--- src/rtl/fg_phase_cmp_pkg.sv ---
package fg_phase_cmp_pkg;
  typedef enum logic [1:0] {
    TRIG_NONE = 2'b00,
    TRIG_ACC  = 2'b01,
    TRIG_DEC  = 2'b10
  } trig_e;

  typedef enum logic [1:0] {
    PH_IDLE,
    PH_REF_LEAD,
    PH_FG_LEAD
  } ph_state_e;
endpackage

--- src/rtl/fg_phase_cmp_edge.sv ---
module fg_phase_cmp_edge #(
  parameter bit DIV2 = 1'b0
) (
  input  logic clk_i,
  input  logic rst_ni,
  input  logic sig_i,
  output logic rise_o
);
  logic sig_q;
  logic raw_rise;

  always_ff @(posedge clk_i or negedge rst_ni) begin
    if (!rst_ni) sig_q <= 1'b0;
    else         sig_q <= sig_i;
  end

  assign raw_rise = sig_i & ~sig_q;

  generate
    if (DIV2) begin : g_div2
      logic tog_q;
      always_ff @(posedge clk_i or negedge rst_ni) begin
        if (!rst_ni)       tog_q <= 1'b0;
        else if (raw_rise) tog_q <= ~tog_q;
      end
      // first edge after reset passes, every second one after
      assign rise_o = raw_rise & ~tog_q;
    end else begin : g_pass
      assign rise_o = raw_rise;
    end
  endgenerate
endmodule

--- src/rtl/fg_phase_cmp_window.sv ---
module fg_phase_cmp_window #(
  parameter int CNT_W     = 16,
  parameter int LOCK_N    = 8,
  parameter int WIN_NUM   = 61,
  parameter int WIN_SHIFT = 10
) (
  input  logic             clk_i,
  input  logic             rst_ni,
  input  logic             rise_i,
  input  logic [CNT_W-1:0] nom_i,
  output logic             eval_o,
  output logic             in_win_o,
  output logic             win_q_o,
  output logic             lock_o
);
  localparam int MW = CNT_W + $clog2(WIN_NUM + 1);
  localparam int SW = $clog2(LOCK_N + 1);

  logic [CNT_W-1:0] per_q;
  logic             have_q;
  logic [SW-1:0]    streak_q;
  logic [CNT_W-1:0] slack;
  logic [CNT_W-1:0] lo;
  logic [CNT_W:0]   hi;

  assign slack    = CNT_W'((MW'(nom_i) * MW'(WIN_NUM)) >> WIN_SHIFT);
  assign lo       = nom_i - slack;
  assign hi       = {1'b0, nom_i} + {1'b0, slack};
  assign in_win_o = (per_q >= lo) && ({1'b0, per_q} <= hi);
  assign eval_o   = rise_i & have_q;
  assign lock_o   = (streak_q == SW'(LOCK_N));

  always_ff @(posedge clk_i or negedge rst_ni) begin
    if (!rst_ni) begin
      per_q    <= '0;
      have_q   <= 1'b0;
      win_q_o  <= 1'b0;
      streak_q <= '0;
    end else begin
      if (rise_i) begin
        per_q  <= CNT_W'(1);
        have_q <= 1'b1;
      end else if (per_q != '1) begin
        per_q  <= per_q + 1'b1;
      end
      if (eval_o) begin
        win_q_o <= in_win_o;
        if (!in_win_o)                 streak_q <= '0;
        else if (streak_q != SW'(LOCK_N)) streak_q <= streak_q + 1'b1;
      end
    end
  end
endmodule

--- src/rtl/fg_phase_cmp_refwd.sv ---
module fg_phase_cmp_refwd #(
  parameter int CNT_W    = 16,
  parameter int TMO_MULT = 4,
  parameter int REARM_N  = 2
) (
  input  logic             clk_i,
  input  logic             rst_ni,
  input  logic             rise_i,
  input  logic [CNT_W-1:0] nom_i,
  output logic             oe_o
);
  localparam int TW = CNT_W + $clog2(TMO_MULT) + 1;
  localparam int RW = $clog2(REARM_N + 1);

  logic [TW-1:0] timer_q;
  logic [TW-1:0] lim;
  logic [RW-1:0] seen_q;

  assign lim  = TW'(nom_i) * TW'(TMO_MULT);
  assign oe_o = (seen_q == RW'(REARM_N));

  always_ff @(posedge clk_i or negedge rst_ni) begin
    if (!rst_ni) begin
      timer_q <= '0;
      seen_q  <= '0;
    end else if (rise_i) begin
      timer_q <= '0;
      if (seen_q != RW'(REARM_N)) seen_q <= seen_q + 1'b1;
    end else begin
      if (timer_q < lim) timer_q <= timer_q + 1'b1;
      else               seen_q  <= '0;
    end
  end
endmodule

--- src/rtl/fg_phase_cmp_phase.sv ---
module fg_phase_cmp_phase
  import fg_phase_cmp_pkg::*;
#(
  parameter int CNT_W = 16
) (
  input  logic             clk_i,
  input  logic             rst_ni,
  input  logic             ref_rise_i,
  input  logic             fg_rise_i,
  input  logic             en_i,
  input  logic             oe_i,
  input  logic [CNT_W-1:0] half_i,
  output logic             load_o,
  output logic [1:0]       trig_o
);
  ph_state_e        state_q;
  logic [CNT_W-1:0] cnt_q;
  logic [CNT_W-1:0] pcnt_q;
  trig_e            pcode_q;
  logic             done;
  logic [CNT_W-1:0] meas;
  logic [CNT_W-1:0] width;
  trig_e            code;

  always_comb begin
    done = 1'b0;
    meas = '0;
    code = TRIG_NONE;
    unique case (state_q)
      PH_IDLE:     done = ref_rise_i & fg_rise_i;
      PH_REF_LEAD: if (fg_rise_i)  begin done = 1'b1; meas = cnt_q; code = TRIG_ACC; end
      PH_FG_LEAD:  if (ref_rise_i) begin done = 1'b1; meas = cnt_q; code = TRIG_DEC; end
      default: ;
    endcase
  end

  assign width  = (meas > half_i) ? half_i : meas;
  assign load_o = done & en_i & (width != '0);
  assign trig_o = (pcnt_q != '0 && oe_i) ? pcode_q : TRIG_NONE;

  always_ff @(posedge clk_i or negedge rst_ni) begin
    if (!rst_ni) begin
      state_q <= PH_IDLE;
      cnt_q   <= '0;
    end else begin
      unique case (state_q)
        PH_IDLE: begin
          if (ref_rise_i && !fg_rise_i) begin state_q <= PH_REF_LEAD; cnt_q <= CNT_W'(1); end
          else if (fg_rise_i && !ref_rise_i) begin state_q <= PH_FG_LEAD; cnt_q <= CNT_W'(1); end
        end
        PH_REF_LEAD: begin
          if (fg_rise_i)       state_q <= PH_IDLE;
          else if (ref_rise_i) cnt_q   <= CNT_W'(1);
          else if (cnt_q != '1) cnt_q  <= cnt_q + 1'b1;
        end
        PH_FG_LEAD: begin
          if (ref_rise_i)      state_q <= PH_IDLE;
          else if (fg_rise_i)  cnt_q   <= CNT_W'(1);
          else if (cnt_q != '1) cnt_q  <= cnt_q + 1'b1;
        end
        default: state_q <= PH_IDLE;
      endcase
    end
  end

  always_ff @(posedge clk_i or negedge rst_ni) begin
    if (!rst_ni) begin
      pcnt_q  <= '0;
      pcode_q <= TRIG_NONE;
    end else if (load_o) begin
      pcnt_q  <= width;
      pcode_q <= code;
    end else if (pcnt_q != '0) begin
      pcnt_q  <= pcnt_q - 1'b1;
    end
  end
endmodule

--- src/rtl/fg_phase_cmp.sv ---
module fg_phase_cmp #(
  parameter int CNT_W     = 16,
  parameter int LOCK_N    = 8,
  parameter int TMO_MULT  = 4,
  parameter int REARM_N   = 2,
  parameter int WIN_NUM   = 61,
  parameter int WIN_SHIFT = 10
) (
  input  logic             clk_i,
  input  logic             rst_ni,
  input  logic             fg_i,
  input  logic             fref_i,
  input  logic [CNT_W-1:0] nom_period_i,
  output logic [1:0]       trig_o,
  output logic             oe_o,
  output logic             lock_o
);
  logic ref_rise;
  logic fgh_rise;
  logic eval_stb;
  logic in_win;
  logic win_q;
  logic pulse_load;

  fg_phase_cmp_edge #(.DIV2(1'b0)) u_ref_edge (
    .clk_i(clk_i), .rst_ni(rst_ni), .sig_i(fref_i), .rise_o(ref_rise)
  );

  fg_phase_cmp_edge #(.DIV2(1'b1)) u_fg_edge (
    .clk_i(clk_i), .rst_ni(rst_ni), .sig_i(fg_i), .rise_o(fgh_rise)
  );

  fg_phase_cmp_window #(
    .CNT_W(CNT_W), .LOCK_N(LOCK_N), .WIN_NUM(WIN_NUM), .WIN_SHIFT(WIN_SHIFT)
  ) u_window (
    .clk_i(clk_i), .rst_ni(rst_ni), .rise_i(fgh_rise), .nom_i(nom_period_i),
    .eval_o(eval_stb), .in_win_o(in_win), .win_q_o(win_q), .lock_o(lock_o)
  );

  fg_phase_cmp_refwd #(
    .CNT_W(CNT_W), .TMO_MULT(TMO_MULT), .REARM_N(REARM_N)
  ) u_refwd (
    .clk_i(clk_i), .rst_ni(rst_ni), .rise_i(ref_rise), .nom_i(nom_period_i),
    .oe_o(oe_o)
  );

  fg_phase_cmp_phase #(.CNT_W(CNT_W)) u_phase (
    .clk_i(clk_i), .rst_ni(rst_ni), .ref_rise_i(ref_rise), .fg_rise_i(fgh_rise),
    .en_i(win_q & oe_o), .oe_i(oe_o), .half_i(nom_period_i >> 1),
    .load_o(pulse_load), .trig_o(trig_o)
  );
endmodule

--- config.mk ---
export PLATFORM = sky130hd
export DESIGN_NAME = fg_phase_cmp
export DESIGN_NICKNAME = d
export VERILOG_FILES = /design/src/rtl/fg_phase_cmp_pkg.sv /design/src/rtl/fg_phase_cmp_edge.sv /design/src/rtl/fg_phase_cmp_window.sv /design/src/rtl/fg_phase_cmp_refwd.sv /design/src/rtl/fg_phase_cmp_phase.sv /design/src/rtl/fg_phase_cmp.sv
export SDC_FILE = /design/constraint.sdc
export NUM_CORES = 1
export LEC_CHECK = 0
export BUFFER_PORTS_ARGS = -buffer_cell sky130_fd_sc_hd__buf_2
export CELL_PAD_IN_SITES_DETAIL_PLACEMENT = 0
export CELL_PAD_IN_SITES_GLOBAL_PLACEMENT = 1
export CORE_UTILIZATION = 54
export DETAILED_ROUTE_END_ITERATION = 6
export PLACE_DENSITY_LB_ADDON = 0.3
export SLEW_MARGIN = 20
export SYNTH_ARGS = -nofsm -noshare
export SYNTH_HDL_FRONTEND = slang
export SYNTH_SLANG_ARGS = --single-unit
--- constraint.sdc ---
create_clock -name clk_i -period 6.5 [get_ports clk_i]
set_input_delay 1.3 -clock clk_i [delete_from_list [all_inputs] [get_ports clk_i]]
set_output_delay 1.3 -clock clk_i [all_outputs]
set_load 0.01 [all_outputs]
==> impl_metrics.yaml <==
setup_path:
  cp_max_fo: 5
  path_class: "in2reg"
  crit_slowest_cell: "fa_1"
  required_ns: 6.77
  cp-end-kind: "register"
  cp_slowest_stage_delay_ns: 0.54
  r2r_slack_ns: 2.25
  critPathLaunchType: "input pin"
  cp.arrival_ns: 7.74
clock_network:
  hold_buffers: 0
  numCtsBuffers: 9
  path_clk_slew_ns: 0.06
  htreeDepth: 3
  numClockSinks: 82
  worstSkewPairLatency_ns: 0.36
  clockRootBuffer: "clkbuf_16"
  cts_tree: "yes"
  clock_path_buffers: 2
synth:
  syn-cell-area_um2: 9256
  synth_compound_gate_area_share_pct: 15.33
  seq_area_frac_synth_pct: 22.17
  muxShareOfSynthArea_pct: 3.731
  synth_edf_count: 0
  yosys_register_bits: 82
  synth_ff_type: "dfrtp_1"
  syn_nets: 1259
  synth_top_family_by_area: "adder cells"
  synth_fa_ha_area_share_pct: 28.76
  synth_top_area_cell: "dfrtp_1"
  synth_top_area_share_pct: 22.17
  synth_cell_type_count: 68
  synthXorXnorAreaFrac_pct: 6.434
  yosys_warnings: 0
  ys_top_cells_by_count: "ha_1, inv_1, nand2_1"
  netlist_instances: 1052
  synthTopCellsByArea: "dfrtp_1, ha_1, fa_1, inv_1, xnor2_1"
  syn-mean-instance-area_um2: 8.799
  synthArstFlopShare_pct: 100.0
  synth_most_common_cell: "ha_1"
  yosys.area_share.simple_pct: 17.42
die:
  die-area_um2: 17670
  fp.dieW_um: 132.9
  core_area_um2: 16640
  start_util_pct: 55.62
  io_pins: 24
  die_height_um: 132.9
  rows: 47
global_route:
  gr-total-overflow: 0
  antenna_found_initial: 0
  grt_max_degree: 56
  grt_pass1_wl_mm: 39.06
  grt_usage_pct: 27.87
  grt_pass1_vias: 7987
place:
  gp_congestion: 0.8615
  hpwl_mm: 18.38
  placed_cells: 1394
  placed_area_um2: 10630
  portBuffers: 23
sta:
  maxSlewHeadroom_pct: 38.67
  layout_min_cycle_time_ns: 7.472
  slew_viol_final: 0
  skew_ns: 0.007756
  tightest_slew_ns: 0.9116
  min_period_over_period_pct: 114.9
  clock.fmax_mhz: 133.8
  setup_ws_ns: -0.9716
  hold_viol: 0
  setup_viol: 5
  rsz0062_at_grt: "true"
final_layout:
  antenna_cells: 0
  area_growth_pct: 22.17
  multi_input_area_um2: 6988
  nNetsFinal: 1410
  fillers: 1376
  fin_cells: 1428
  drive_gt1_share_pct: 21.36
  final_cell_area_um2: 11310
  seq_area_um2: 2052
drt:
  first_pass_iters: 4
  top_layer_used: "met4"
  drt_wl_total_mm: 23.64
  post_drt_wl_per_cell_um: 16.56
  drt_iter0_drc: 429
  ant_nets: 0
  drc: 0
  wl_met1_mm: 10.33
  wl_met3_um: 768
  via_count: 8047
  route.met2.wl_mm: 11.90
  vias_per_cell: 5.635
job:
  drv_cap: 0
outcome:
  violations: "negative setup slack"
  status: "finished, violations left"
pwr:
  peakVddDrop_uv: 312.2
  cellPowerDensity_nw_per_um2: 463.0
  leakagePower_nw: 5.616
  total_power_w: 0.005236
min_path:
  hp-class: "reg2reg"
-- logic make-up after synthesis --
kind of cell,after synthesis
xor+xnor,68
compound gates,219
mux,34
flops,82
fa+ha+maj,187
buf+inv,146
simple gates,316
-- per-layer routing --
| metal | global-route usage [%] | vias up |
|---|---|---|
| met4 | 10.15 | 0 |
| met1 | 34.14 | 3844 |
| met5 | 0 | - |
| met3 | 3.448 | 39 |
| met2 | 49.91 | 124 |
| li1 | - | 4040 |
-- stage by stage --
step	hold slack [ns]	setup TNS (ns)	setup slack (ns)	util [%]
3_5_place_dp	0.4661	-6.834	-1.442	63.87
4_1_cts	0.4740	-4.104	-0.8881	66.90
5_1_grt	0.4910	-6.154	-1.310	67.95
2_1_floorplan	0.4502	-3.584	-0.8280	-
3_3_place_gp	0.4590	-5.749	-1.212	63.87
6_report	0.4695	-4.605	-0.9716	67.95
-- critical path: cells and delay by family --
family | cells | cell delay (ns)
xor gates and xnor gates | 1 | 0.15
adders and majority gates | 6 | 2.38
and+or+nand+nor | 7 | 1.15
buffers and inverters | 7 | 0.69
AOI/OAI and AO/OA | 11 | 2.08
-- report_power, final --
group	total [W]	internal (W)	switching [W]
combinational	0.00409	0.00205	0.00204
sequential	0.000647	0.000568	0.0000788
clock	0.000502	0.000272	0.000230
-- registers in the layout, indices dropped and copies added, names as in the netlist, 2 cells and up --
| signal | flops |
|---|---|
| u_phase.pcnt_q | 16 |
| u_refwd.seen_q | 2 |
| u_phase.pcode_q | 2 |
| u_window.per_q | 16 |
| u_phase.state_q | 2 |
| u_refwd.timer_q | 19 |
| u_phase.cnt_q | 16 |
| u_window.streak_q | 4 |
-- cell usage in the layout, fill, tap and decap left out, drive strengths merged, types with 6 or more instances in the layout --
cell type / n
nand2: 84
clkbuf: 13
or3: 12
ha: 144
xor2: 22
nor4: 14
and3: 29
dfrtp: 82
inv: 113
a21o: 19
nor2: 55
mux2i: 30
or4: 10
a21oi: 65
nand2b: 10
o21ai: 45
xnor2: 46
a31oi: 8
nand4: 24
buf: 170
nor2b: 7
o211ai: 6
and2: 7
fa: 43
o21bai: 12
nor3: 20
o31ai: 11
nand3: 32
-- worst paths after layout --
path	from	to	depth (start not counted)
hold reg to reg	u_refwd.seen_q[0]	u_refwd.seen_q[0]	1
hold / removal	u_refwd.seen_q[0]	u_refwd.seen_q[0]	1
min in group asynchronous	rst_ni	u_refwd.timer_q[10]	1
setup / recovery	nom_period_i[6]	u_window.streak_q[1]	32
setup reg to reg	u_phase.state_q[0]	u_phase.pcode_q[1]	14
max in group asynchronous	rst_ni	u_phase.cnt_q[9]	2
-- final cells by class --
class                   count  area share, %
clock buffers              13          2.213
inverters                 116          3.950
multi-input cells         824          61.79
clock inverters             3         0.2102
repair buffers            170          11.25
well taps                 220          2.434
flip-flops and latches     82          18.15
-- timing repair --
item / 4_1_cts / 5_1_grt
buffers inserted: 9 / 10
setup endpoints to repair: 5 / 5
gates resized for setup: 34 / 25
pin swaps: 22 / 26
gates cloned: 0 / 0
(Power assumes the default switching activity.)
